<file path="src/rtl/sdinit_pkg.sv">
package sdinit_pkg;

    typedef enum logic [2:0] {
        MS_SELF_REF    = 3'd0,
        MS_NORMAL      = 3'd1,
        MS_NORMAL_FAST = 3'd2,
        MS_NOP         = 3'd4,
        MS_PRECHARGE   = 3'd5,
        MS_MODE_SET    = 3'd6,
        MS_AUTO_REF    = 3'd7
    } mode_sel_e;

    typedef enum logic [3:0] {
        ST_IDLE,
        ST_NOP_ISSUE,
        ST_PRE_ISSUE,
        ST_PRE_WAIT,
        ST_REF_ISSUE,
        ST_REF_WAIT,
        ST_MRS_ISSUE,
        ST_MRS_WAIT,
        ST_NORM_ENTER,
        ST_RUN
    } seq_state_e;

    localparam int unsigned SOCKETS   = 2;
    localparam int unsigned SLOT_BITS = 2;
    localparam logic [12:0] MRS_PATTERN = 13'h002A;
    localparam logic [12:0] MRS_SOCK1_FLIP = 13'h00F0;
    localparam logic [12:0] MRS_CL3_BIT = 13'h0010;

endpackage

</file>
<file path="src/rtl/sdinit_fsm.sv">
module sdinit_fsm
    import sdinit_pkg::*;
#(
    parameter int unsigned T_RP    = 2,
    parameter int unsigned T_RC    = 7,
    parameter int unsigned T_MRD   = 2,
    parameter int unsigned NUM_CBR = 8
) (
    input  logic                 clk,
    input  logic                 rst_n,
    input  logic                 start_i,
    input  logic                 fast_i,
    output logic                 accept_o,
    output logic                 issue_o,
    output logic                 is_mrs_o,
    output logic [SLOT_BITS-1:0] slot_o,
    output logic [2:0]           cmd_o,
    output logic                 busy_o,
    output logic                 done_o,
    output logic                 run_o,
    output logic                 fast_q_o
);

    localparam int unsigned WAIT_MAX = (T_RP > T_RC) ? ((T_RP > T_MRD) ? T_RP : T_MRD)
                                                     : ((T_RC > T_MRD) ? T_RC : T_MRD);
    localparam int unsigned WW = $clog2(WAIT_MAX + 1);
    localparam int unsigned CW = $clog2(NUM_CBR + 1);
    localparam logic [SLOT_BITS-1:0] LAST_SLOT = '1;

    seq_state_e           state, state_n;
    logic [SLOT_BITS-1:0] slot;
    logic [WW-1:0]        wait_cnt;
    logic [CW-1:0]        cbr_cnt;
    logic                 fast_q;
    logic                 accept;
    logic                 slot_end;
    logic                 wait_end;

    assign accept   = start_i && (state == ST_IDLE || state == ST_RUN);
    assign slot_end = (slot == LAST_SLOT);
    assign wait_end = (wait_cnt == '0);

    always_comb begin
        state_n = state;
        unique case (state)
            ST_IDLE, ST_RUN: if (start_i) state_n = ST_NOP_ISSUE;
            ST_NOP_ISSUE:    if (slot_end) state_n = ST_PRE_ISSUE;
            ST_PRE_ISSUE:    if (slot_end) state_n = ST_PRE_WAIT;
            ST_PRE_WAIT:     if (wait_end) state_n = ST_REF_ISSUE;
            ST_REF_ISSUE:    if (slot_end) state_n = ST_REF_WAIT;
            ST_REF_WAIT: begin
                if (wait_end) begin
                    state_n = (cbr_cnt == CW'(NUM_CBR - 1)) ? ST_MRS_ISSUE : ST_REF_ISSUE;
                end
            end
            ST_MRS_ISSUE:    if (slot_end) state_n = ST_MRS_WAIT;
            ST_MRS_WAIT:     if (wait_end) state_n = ST_NORM_ENTER;
            ST_NORM_ENTER:   state_n = ST_RUN;
            default:         state_n = ST_IDLE;
        endcase
    end

    // State register and its counters
    always_ff @(posedge clk or negedge rst_n) begin
        if (!rst_n) begin
            state    <= ST_IDLE;
            slot     <= '0;
            wait_cnt <= '0;
            cbr_cnt  <= '0;
            fast_q   <= 1'b0;
        end else begin
            state <= state_n;
            if (accept) fast_q <= fast_i;

            if (issue_o) slot <= slot + 1'b1;
            else         slot <= '0;

            if (state_n != state) begin
                unique case (state_n)
                    ST_PRE_WAIT: wait_cnt <= WW'(T_RP - 1);
                    ST_REF_WAIT: wait_cnt <= WW'(T_RC - 1);
                    ST_MRS_WAIT: wait_cnt <= WW'(T_MRD - 1);
                    default:     wait_cnt <= '0;
                endcase
            end else if (!wait_end) begin
                wait_cnt <= wait_cnt - 1'b1;
            end

            if (accept) cbr_cnt <= '0;
            else if (state == ST_REF_WAIT && wait_end) cbr_cnt <= cbr_cnt + 1'b1;
        end
    end

    // Outputs decoded from state
    always_comb begin
        cmd_o    = MS_NOP;
        issue_o  = 1'b0;
        is_mrs_o = 1'b0;
        busy_o   = 1'b1;
        done_o   = 1'b0;
        unique case (state)
            ST_IDLE:       busy_o = 1'b0;
            ST_NOP_ISSUE:  begin cmd_o = MS_NOP; issue_o = 1'b1; end
            ST_PRE_ISSUE:  begin cmd_o = MS_PRECHARGE; issue_o = 1'b1; end
            ST_PRE_WAIT:   cmd_o = MS_PRECHARGE;
            ST_REF_ISSUE:  begin cmd_o = MS_AUTO_REF; issue_o = 1'b1; end
            ST_REF_WAIT:   cmd_o = MS_AUTO_REF;
            ST_MRS_ISSUE:  begin cmd_o = MS_MODE_SET; issue_o = 1'b1; is_mrs_o = 1'b1; end
            ST_MRS_WAIT:   cmd_o = MS_MODE_SET;
            ST_NORM_ENTER: cmd_o = fast_q ? MS_NORMAL_FAST : MS_NORMAL;
            ST_RUN: begin
                cmd_o  = fast_q ? MS_NORMAL_FAST : MS_NORMAL;
                busy_o = 1'b0;
                done_o = 1'b1;
            end
            default:       busy_o = 1'b0;
        endcase
    end

    assign accept_o = accept;
    assign slot_o   = slot;
    assign run_o    = (state == ST_RUN);
    assign fast_q_o = fast_q;

endmodule

</file>
<file path="src/rtl/sdinit_target.sv">
module sdinit_target
    import sdinit_pkg::*;
#(
    parameter int unsigned SZW      = 9,
    parameter int unsigned AW       = 30,
    parameter int unsigned MB_SHIFT = 20
) (
    input  logic                 clk,
    input  logic                 rst_n,
    input  logic                 load_i,
    input  logic [SOCKETS-1:0]   present_i,
    input  logic [SOCKETS-1:0]   dual_i,
    input  logic [SZW-1:0]       mb0_i,
    input  logic [SZW-1:0]       mb1_i,
    input  logic                 cas3_i,
    input  logic                 issue_i,
    input  logic                 is_mrs_i,
    input  logic [SLOT_BITS-1:0] slot_i,
    output logic                 valid_o,
    output logic [AW-1:0]        addr_o
);

    logic [SOCKETS-1:0] pres_q, dual_q;
    logic [SZW-1:0]     size_q [SOCKETS];
    logic               cas3_q;
    logic [SZW-1:0]     span [SOCKETS];
    logic [SZW-1:0]     half [SOCKETS];

    always_ff @(posedge clk or negedge rst_n) begin
        if (!rst_n) begin
            pres_q    <= '0;
            dual_q    <= '0;
            size_q[0] <= '0;
            size_q[1] <= '0;
            cas3_q    <= 1'b0;
        end else if (load_i) begin
            pres_q    <= present_i;
            dual_q    <= dual_i;
            size_q[0] <= mb0_i;
            size_q[1] <= mb1_i;
            cas3_q    <= cas3_i;
        end
    end

    // Per-socket occupied span and side-0 size
    for (genvar s = 0; s < SOCKETS; s++) begin : g_sock
        assign span[s] = pres_q[s] ? size_q[s] : '0;
        assign half[s] = size_q[s] >> 1;
    end

    logic           sock, side;
    logic [SZW:0]   mb_sel;
    logic [12:0]    pattern;
    logic [15:0]    offset;
    logic [AW-1:0]  mb_wide;

    assign sock = slot_i[1];
    assign side = slot_i[0];

    always_comb begin
        mb_sel = '0;
        if (sock) mb_sel = {1'b0, span[0]};
        if (side) mb_sel = mb_sel + {1'b0, half[sock]};

        pattern = MRS_PATTERN | (cas3_q ? MRS_CL3_BIT : 13'h0);
        if (sock) pattern = pattern ^ MRS_SOCK1_FLIP;
        offset = {pattern, 3'b000};

        mb_wide = AW'(mb_sel);
        addr_o  = (mb_wide << MB_SHIFT) + (is_mrs_i ? AW'(offset) : '0);
        valid_o = issue_i && pres_q[sock] && (!side || dual_q[sock]);
    end

endmodule

</file>
<file path="src/rtl/sdinit_refresh.sv">
module sdinit_refresh #(
    parameter int unsigned REF_CYC = 1560
) (
    input  logic clk,
    input  logic rst_n,
    input  logic run_i,
    input  logic fast_i,
    output logic tick_o
);

    localparam int unsigned REF_FAST = (REF_CYC / 2 < 1) ? 1 : REF_CYC / 2;
    localparam int unsigned CW = $clog2(REF_CYC + 1);

    logic [CW-1:0] cnt;
    logic [CW-1:0] last;

    assign last   = fast_i ? CW'(REF_FAST - 1) : CW'(REF_CYC - 1);
    assign tick_o = run_i && (cnt == last);

    always_ff @(posedge clk or negedge rst_n) begin
        if (!rst_n)              cnt <= '0;
        else if (!run_i || tick_o) cnt <= '0;
        else                     cnt <= cnt + 1'b1;
    end

endmodule

</file>
<file path="src/rtl/sdram_powerup_seq.sv">
module sdram_powerup_seq
    import sdinit_pkg::*;
#(
    parameter int unsigned SZW      = 9,
    parameter int unsigned AW       = 30,
    parameter int unsigned MB_SHIFT = 20,
    parameter int unsigned T_RP     = 2,
    parameter int unsigned T_RC     = 7,
    parameter int unsigned T_MRD    = 2,
    parameter int unsigned NUM_CBR  = 8,
    parameter int unsigned REF_CYC  = 1560
) (
    input  logic           clk,
    input  logic           rst_n,
    input  logic           start_i,
    input  logic           cas3_i,
    input  logic           fast_ref_i,
    input  logic [1:0]     present_i,
    input  logic [1:0]     dual_i,
    input  logic [SZW-1:0] sock0_mb_i,
    input  logic [SZW-1:0] sock1_mb_i,
    output logic [2:0]     cmd_o,
    output logic           cmd_valid_o,
    output logic [AW-1:0]  addr_o,
    output logic           busy_o,
    output logic           done_o,
    output logic           refresh_o
);

    logic                 accept, issue, is_mrs, run, fast_q;
    logic [SLOT_BITS-1:0] slot;

    sdinit_fsm #(
        .T_RP(T_RP), .T_RC(T_RC), .T_MRD(T_MRD), .NUM_CBR(NUM_CBR)
    ) u_fsm (
        .clk(clk), .rst_n(rst_n), .start_i(start_i), .fast_i(fast_ref_i),
        .accept_o(accept), .issue_o(issue), .is_mrs_o(is_mrs), .slot_o(slot),
        .cmd_o(cmd_o), .busy_o(busy_o), .done_o(done_o), .run_o(run),
        .fast_q_o(fast_q)
    );

    sdinit_target #(
        .SZW(SZW), .AW(AW), .MB_SHIFT(MB_SHIFT)
    ) u_tgt (
        .clk(clk), .rst_n(rst_n), .load_i(accept), .present_i(present_i),
        .dual_i(dual_i), .mb0_i(sock0_mb_i), .mb1_i(sock1_mb_i), .cas3_i(cas3_i),
        .issue_i(issue), .is_mrs_i(is_mrs), .slot_i(slot),
        .valid_o(cmd_valid_o), .addr_o(addr_o)
    );

    sdinit_refresh #(
        .REF_CYC(REF_CYC)
    ) u_ref (
        .clk(clk), .rst_n(rst_n), .run_i(run), .fast_i(fast_q), .tick_o(refresh_o)
    );

endmodule

</file>
<file path="config.mk">
export PLATFORM = sky130hd
export DESIGN_NAME = sdram_powerup_seq
export DESIGN_NICKNAME = d
export VERILOG_FILES = /design/src/rtl/sdinit_pkg.sv /design/src/rtl/sdinit_fsm.sv /design/src/rtl/sdinit_target.sv /design/src/rtl/sdinit_refresh.sv /design/src/rtl/sdram_powerup_seq.sv
export SDC_FILE = /design/constraint.sdc
export NUM_CORES = 1
export LEC_CHECK = 0
export ABC_CLOCK_PERIOD_IN_PS = 4200
export BUFFER_PORTS_ARGS = -buffer_cell sky130_fd_sc_hd__buf_2
export CAP_MARGIN = 20
export CORE_MARGIN = 2
export CORE_UTILIZATION = 40
export DETAILED_ROUTE_END_ITERATION = 7
export SLEW_MARGIN = 5
export SYNTH_ARGS = -nofsm -noshare
export SYNTH_HDL_FRONTEND = slang
export SYNTH_SLANG_ARGS = --single-unit
</file>
<file path="constraint.sdc">
create_clock -name clk -period 4.2 [get_ports clk]
set_clock_uncertainty 0.1 [all_clocks]
set_input_delay 0.42 -clock clk [delete_from_list [all_inputs] [get_ports clk]]
set_output_delay 0.42 -clock clk [all_outputs]
set_load 0.02 [all_outputs]
</file>
# Yosys cells after proc, flatten, opt, wreduce, memory -nomap -nowiden
# Index checks and enable logic that the tools add are counted.
# W data, S select, Z words.
# totals
ff_bits,48
input_bits,27
out_inout_bits,37
elab_cells,96
# classes
addsub,6
magnitude_cmp,2
eq_ne,17
muxes,37
bitwise,2
n_reduce_logical,21
# op_table
cell,count
$mux W4,10
$mux W9,4
$pmux W4 S9,1
$add A30 B30 Y30,1
$eq A4 B3 Y1 const B,7
$mux W11,2
$mux W16,1
$mux W8,2
$eq A4 B2 Y1 const B,3
$pmux W3 S4,1
$reduce_or A2 Y1,6
$add A11 B1 Y11 const B,1
$eq A11 B11 Y1,1
$add A9 B9 Y10,1
$mux W10,1
$eq A4 B4 Y1 const B,2
$mux W1,8
$reduce_or A8 Y1,1
$mux W2,3
$mux W3,2
$pmux W3 S2,1
$logic_and A1 B1 Y1,5
$mux W5,1
$add A4 B1 Y4 const B,1
other kinds (16),19

# Longest topological paths before layout
# depth
word_depth,8
depth_mapped,11
mapped_depth_nobuf,9

# Modules after synthesis
# A second synthesis with hierarchy kept.
# hier_totals
cells_unflattened,316
area_unflattened_um2,3161.8
# modules_own_cells
mod,instances,cells_per_inst,area_per_inst_um2,seq_area_each_um2
sdinit_target,1,158,1631.6,550.5
sdinit_fsm,1,98,895.9,350.3
sdinit_refresh,1,60,634.4,275.3

# Worst setup path after synthesis
# OpenSTA, ideal clock, no wires.
# synth_path
path_kind,register to output
from,"register u_fsm.slot[1], in the netlist u_fsm.slot_o[1]"
to,output addr_o[26]
t_arrival_ns,2.799
required_time_ns,3.680
setup_slack_ns,0.881
path_stages_with_launch,12
path_buffers,2
cell_sequence,dfrtp_1 -> clkbuf_1 -> buf_1 -> mux2_2 -> ha_1 -> inv_1 -> fa_1 -> nor2b_1 -> o31a_1 -> o31ai_1 -> nand2_1 -> o2bb2ai_1
# synth_between
elab_chain_len,7
word_cells_on_any_way,10
cone_classes,2 x add/sub; 7 x mux; 1 x bitwise
# synth_lines
element,line_no,rtl
"start, declared",sdinit_fsm.sv:31,logic [SLOT_BITS-1:0] slot;
"start signal, assigned",sdinit_fsm.sv:75,if (issue_o) slot <= slot + 1'b1;
$not A1 Y2 (implied by the code),sdinit_target.sv:63,"if (side) mb_sel = mb_sel + {1'b0, half[sock]};"
$mux W8 (implied by the code),sdinit_target.sv:63,
$mux W9 (implied by the code) (2 in a row),sdinit_target.sv:63,
$add A9 B9 Y10,sdinit_target.sv:63,
$mux W10,sdinit_target.sv:63,
$add A30 B30 Y30 *,sdinit_target.sv:70,addr_o = (mb_wide << MB_SHIFT) + (is_mrs_i ? AW'(offset) : '0);
"end, declared",sdram_powerup_seq.sv:24,"output logic [AW-1:0] addr_o,"
# Every way passes the cells marked *; elsewhere a longest branch is shown, timed or not. The select of a mux whose other input is x is not followed.

# Worst setup path in the final report
# layout_path
from,"register u_fsm.slot[1], in the netlist u_fsm.slot_o[1]"
to,output addr_o[28]
# The elaborated chain is that of the path after synthesis.

==> results.txt <==
Worst path cell trace = mux2_2 > ha_1 > inv_1 > fa_1 > nor2b_1 > o31a_1 > o31ai_1 > nor2_1 > a211o_1 > buf_2
Post-Syn Area = 3090 µm²
DP Worst Slack = 837 ps
Relative slew slack = 61.6%
Power, Total = 2.39 mW
Post-detailed-route wirelength per cell = 13.5 µm
Max Cap Viol = 0
Area delta synth->final = 12.6%
Clk sinks = 47
Total Neg Setup Slack = 0 ps
All-Layer GR Usage = 15.0%
Final Core Density = 45.7%
Family with the most delay on the worst path = compound AO/OA/AOI/OAI gates
Post-CTS Setup Bufs = 0
First-pass GRT wire length = 10.2 mm
Setup WS post-layout = 512 ps
Pin count of the biggest net entering global routing = 48
Worst path max stage delay = 710 ps
Diodes inserted = 0
Final setup viols = 0
Synth Register Bits = 47
Routed WL = 6.08 mm
Port Buffer Count = 48
Vias/cell = 4.94
First-pass DRT Iterations = 4
TritonCTS buffer count = 5
Num ports = 64
Worst slew pin tran = 575 ps
Overflow after GRT = 0
Crit-path max FO = 17
Most used DFF post-synth = dfrtp_1
Routed vias = 2224
Die Ht = 91.9 µm
Achievable frequency = 271 MHz
Yosys warns = 0
Worst Path Required = 3680 ps
Commonest cells after routing, fill and taps aside = 48 x buf_2, 47 x dfrtp_1, 32 x nor2_1, 19 x mux2_2, 17 x nand2_1
M1 GR Usage = 20.0%
Async set-reset flop share out of synthesis = 100%
Max stage delay cell, worst path = dfrtp_1
Clk_lat worst skew = 290 ps
Hold_buf cts = 0
Nets@finish = 388
RSZ-0062 raised after global routing = no
HP Class = in -> async
CTS root buffer = clkbuf_8
Cell Pwr Density = 688 nW/µm²
Yosys cell types = 57
Startpoint types = flip-flop
CP arrival = 3170 ps
Max Slew Vio Count = 0
Post-cts repair resize count = 0
Crit. End Element = output port
Cell count after synthesis = 301
Violated checks = negative hold slack
Fillers = 746
CP Buf/Inv Count = 2
Final min period = 3690 ps
EDFF count, synth = 0
Status = finished with violations
Vias in the first global route = 2145
DP HPWL = 4.48 mm
Reg clk slew, reported paths = 90 ps
CTS Buffer Depth = 2
Die width = 91.9 µm
Die area = 8440 µm²
Fin. Hold Viols = 19
Initial antenna violation count = 0
Lkg Pwr = 1.66 nW
VDD IR max = 0.302 mV
H-Tree Depth = 2
Syn Area/Cell = 10.3 µm²
Layout cells sized above 1 = 28.7%
Starting Density = 40.6%
Drt first-iter violations = 101
Post-route DRC violation count = 0
Kind of critical path = reg -> out
Most common cell after layout, fill and taps aside = buf_2
Sequential area share after synthesis = 38.1%
GR Layer Usage met3 = 2.96%
Met2 global-route usage = 25.1%
Fin crit share = 87.8%
Global placement routability congestion = 0.824
Final antenna-violating net count = 0
Minimum hold slack = -13.6 ps
Core area = 7610 µm²
CTS tree = done
Rows = 32
GR peak layer = met2
## per-stage QoR
stage                     cell area (µm²)  cells
after floorplan                      3140    314
after global placement               3340    441
after detailed placement             3340    441
after CTS                            3460    449
after global routing                 3480    450
final                                3480    450
## worst paths after layout
| kind | from | endpoint | slack (ps) | cells after the start |
|---|---|---|---|---|
| worst max-delay path | u_fsm.slot_o[1]$_DFF_PN0_ | addr_o[28] | 510 | 10 |
| worst min-delay path | rst_n | u_fsm.state[3]$_DFF_PN0_ | -10 | 1 |
| worst max register to register | u_fsm.slot_o[1]$_DFF_PN0_ | u_fsm.wait_cnt[0]$_DFFE_PN0P_ | 1850 | 6 |
| worst min register to register | u_ref.cnt[0]$_DFF_PN0_ | u_ref.cnt[0]$_DFF_PN0_ | 370 | 1 |
| max in group asynchronous | rst_n | u_ref.cnt[4]$_DFF_PN0_ | 3490 | 2 |
| min in group clk | fast_ref_i | u_fsm.fast_q_o$_DFFE_PN0P_ | 220 | 3 |
## kinds of logic after synthesis
| group | Yosys count | synth area share, % |
|---|---|---|
| AOI/OAI and AO/OA | 42 | 9.64 |
| other | 1 | 0.121 |
| buffers and inverters | 38 | 7.37 |
| DFF | 47 | 38.1 |
| muxes | 37 | 15.1 |
| and+or+nand+nor | 102 | 18.1 |
| adders and majority gates | 14 | 5.92 |
| xor gates and xnor gates | 20 | 5.67 |
## routing by layer
layer | share of wire, % | wire [µm]
met5 | 0 | 0
met4 | 0.66 | 40
met3 | 4.1 | 248
met2 | 47 | 2830
met1 | 49 | 2960
## final cells by class
class                           count  area (µm²)  share of cell area [%]
Tap cell                          102         128                    3.67
Clock buffer                        6        82.6                    2.37
Timing Repair Buffer               51         275                    7.91
Inverter                           13        48.8                    1.40
Multi-Input combinational cell    229        1730                    49.8
Clock inverter                      2        35.0                    1.01
Sequential cell                    47        1180                    33.8
## flip-flops by register name (all words and copies together) (netlist names), 2 cells and up
register,flops
u_fsm.cbr_cnt,4
u_fsm.slot_o,2
u_fsm.state,4
u_fsm.wait_cnt,3
u_ref.cnt,11
u_tgt.dual_q,2
u_tgt.half,16
u_tgt.pres_q,2
## synthesized netlist by cell type (7+ instances only)
cell,number,area (µm²)
nand2_1,17,63.8
dfrtp_1,47,1180
inv_1,12,45.0
ha_1,13,163
buf_4,18,135
xnor2_1,14,123
nand3_1,8,40.0
mux2_2,19,214
and3_1,12,75.1
mux2_4,14,210
nor2_1,32,120
nor3_1,7,35.0
## power by group
group | internal [mW] | switching (mW)
combinational | 0.612 | 0.625
sequential | 0.620 | 0.186
clock | 0.193 | 0.159
total | 1.42 | 0.970
## worst reg2reg max path: cells and delay by family, from the launching register on
family	cells	cell delay [ps]
and+or+nand+nor	2	220
adders and majority gates	1	240
buffers and inverters	1	270
DFF	1	710
AOI/OAI and AO/OA	1	390
muxes	1	320
Note: power is estimated with default switching activity, not from simulation.
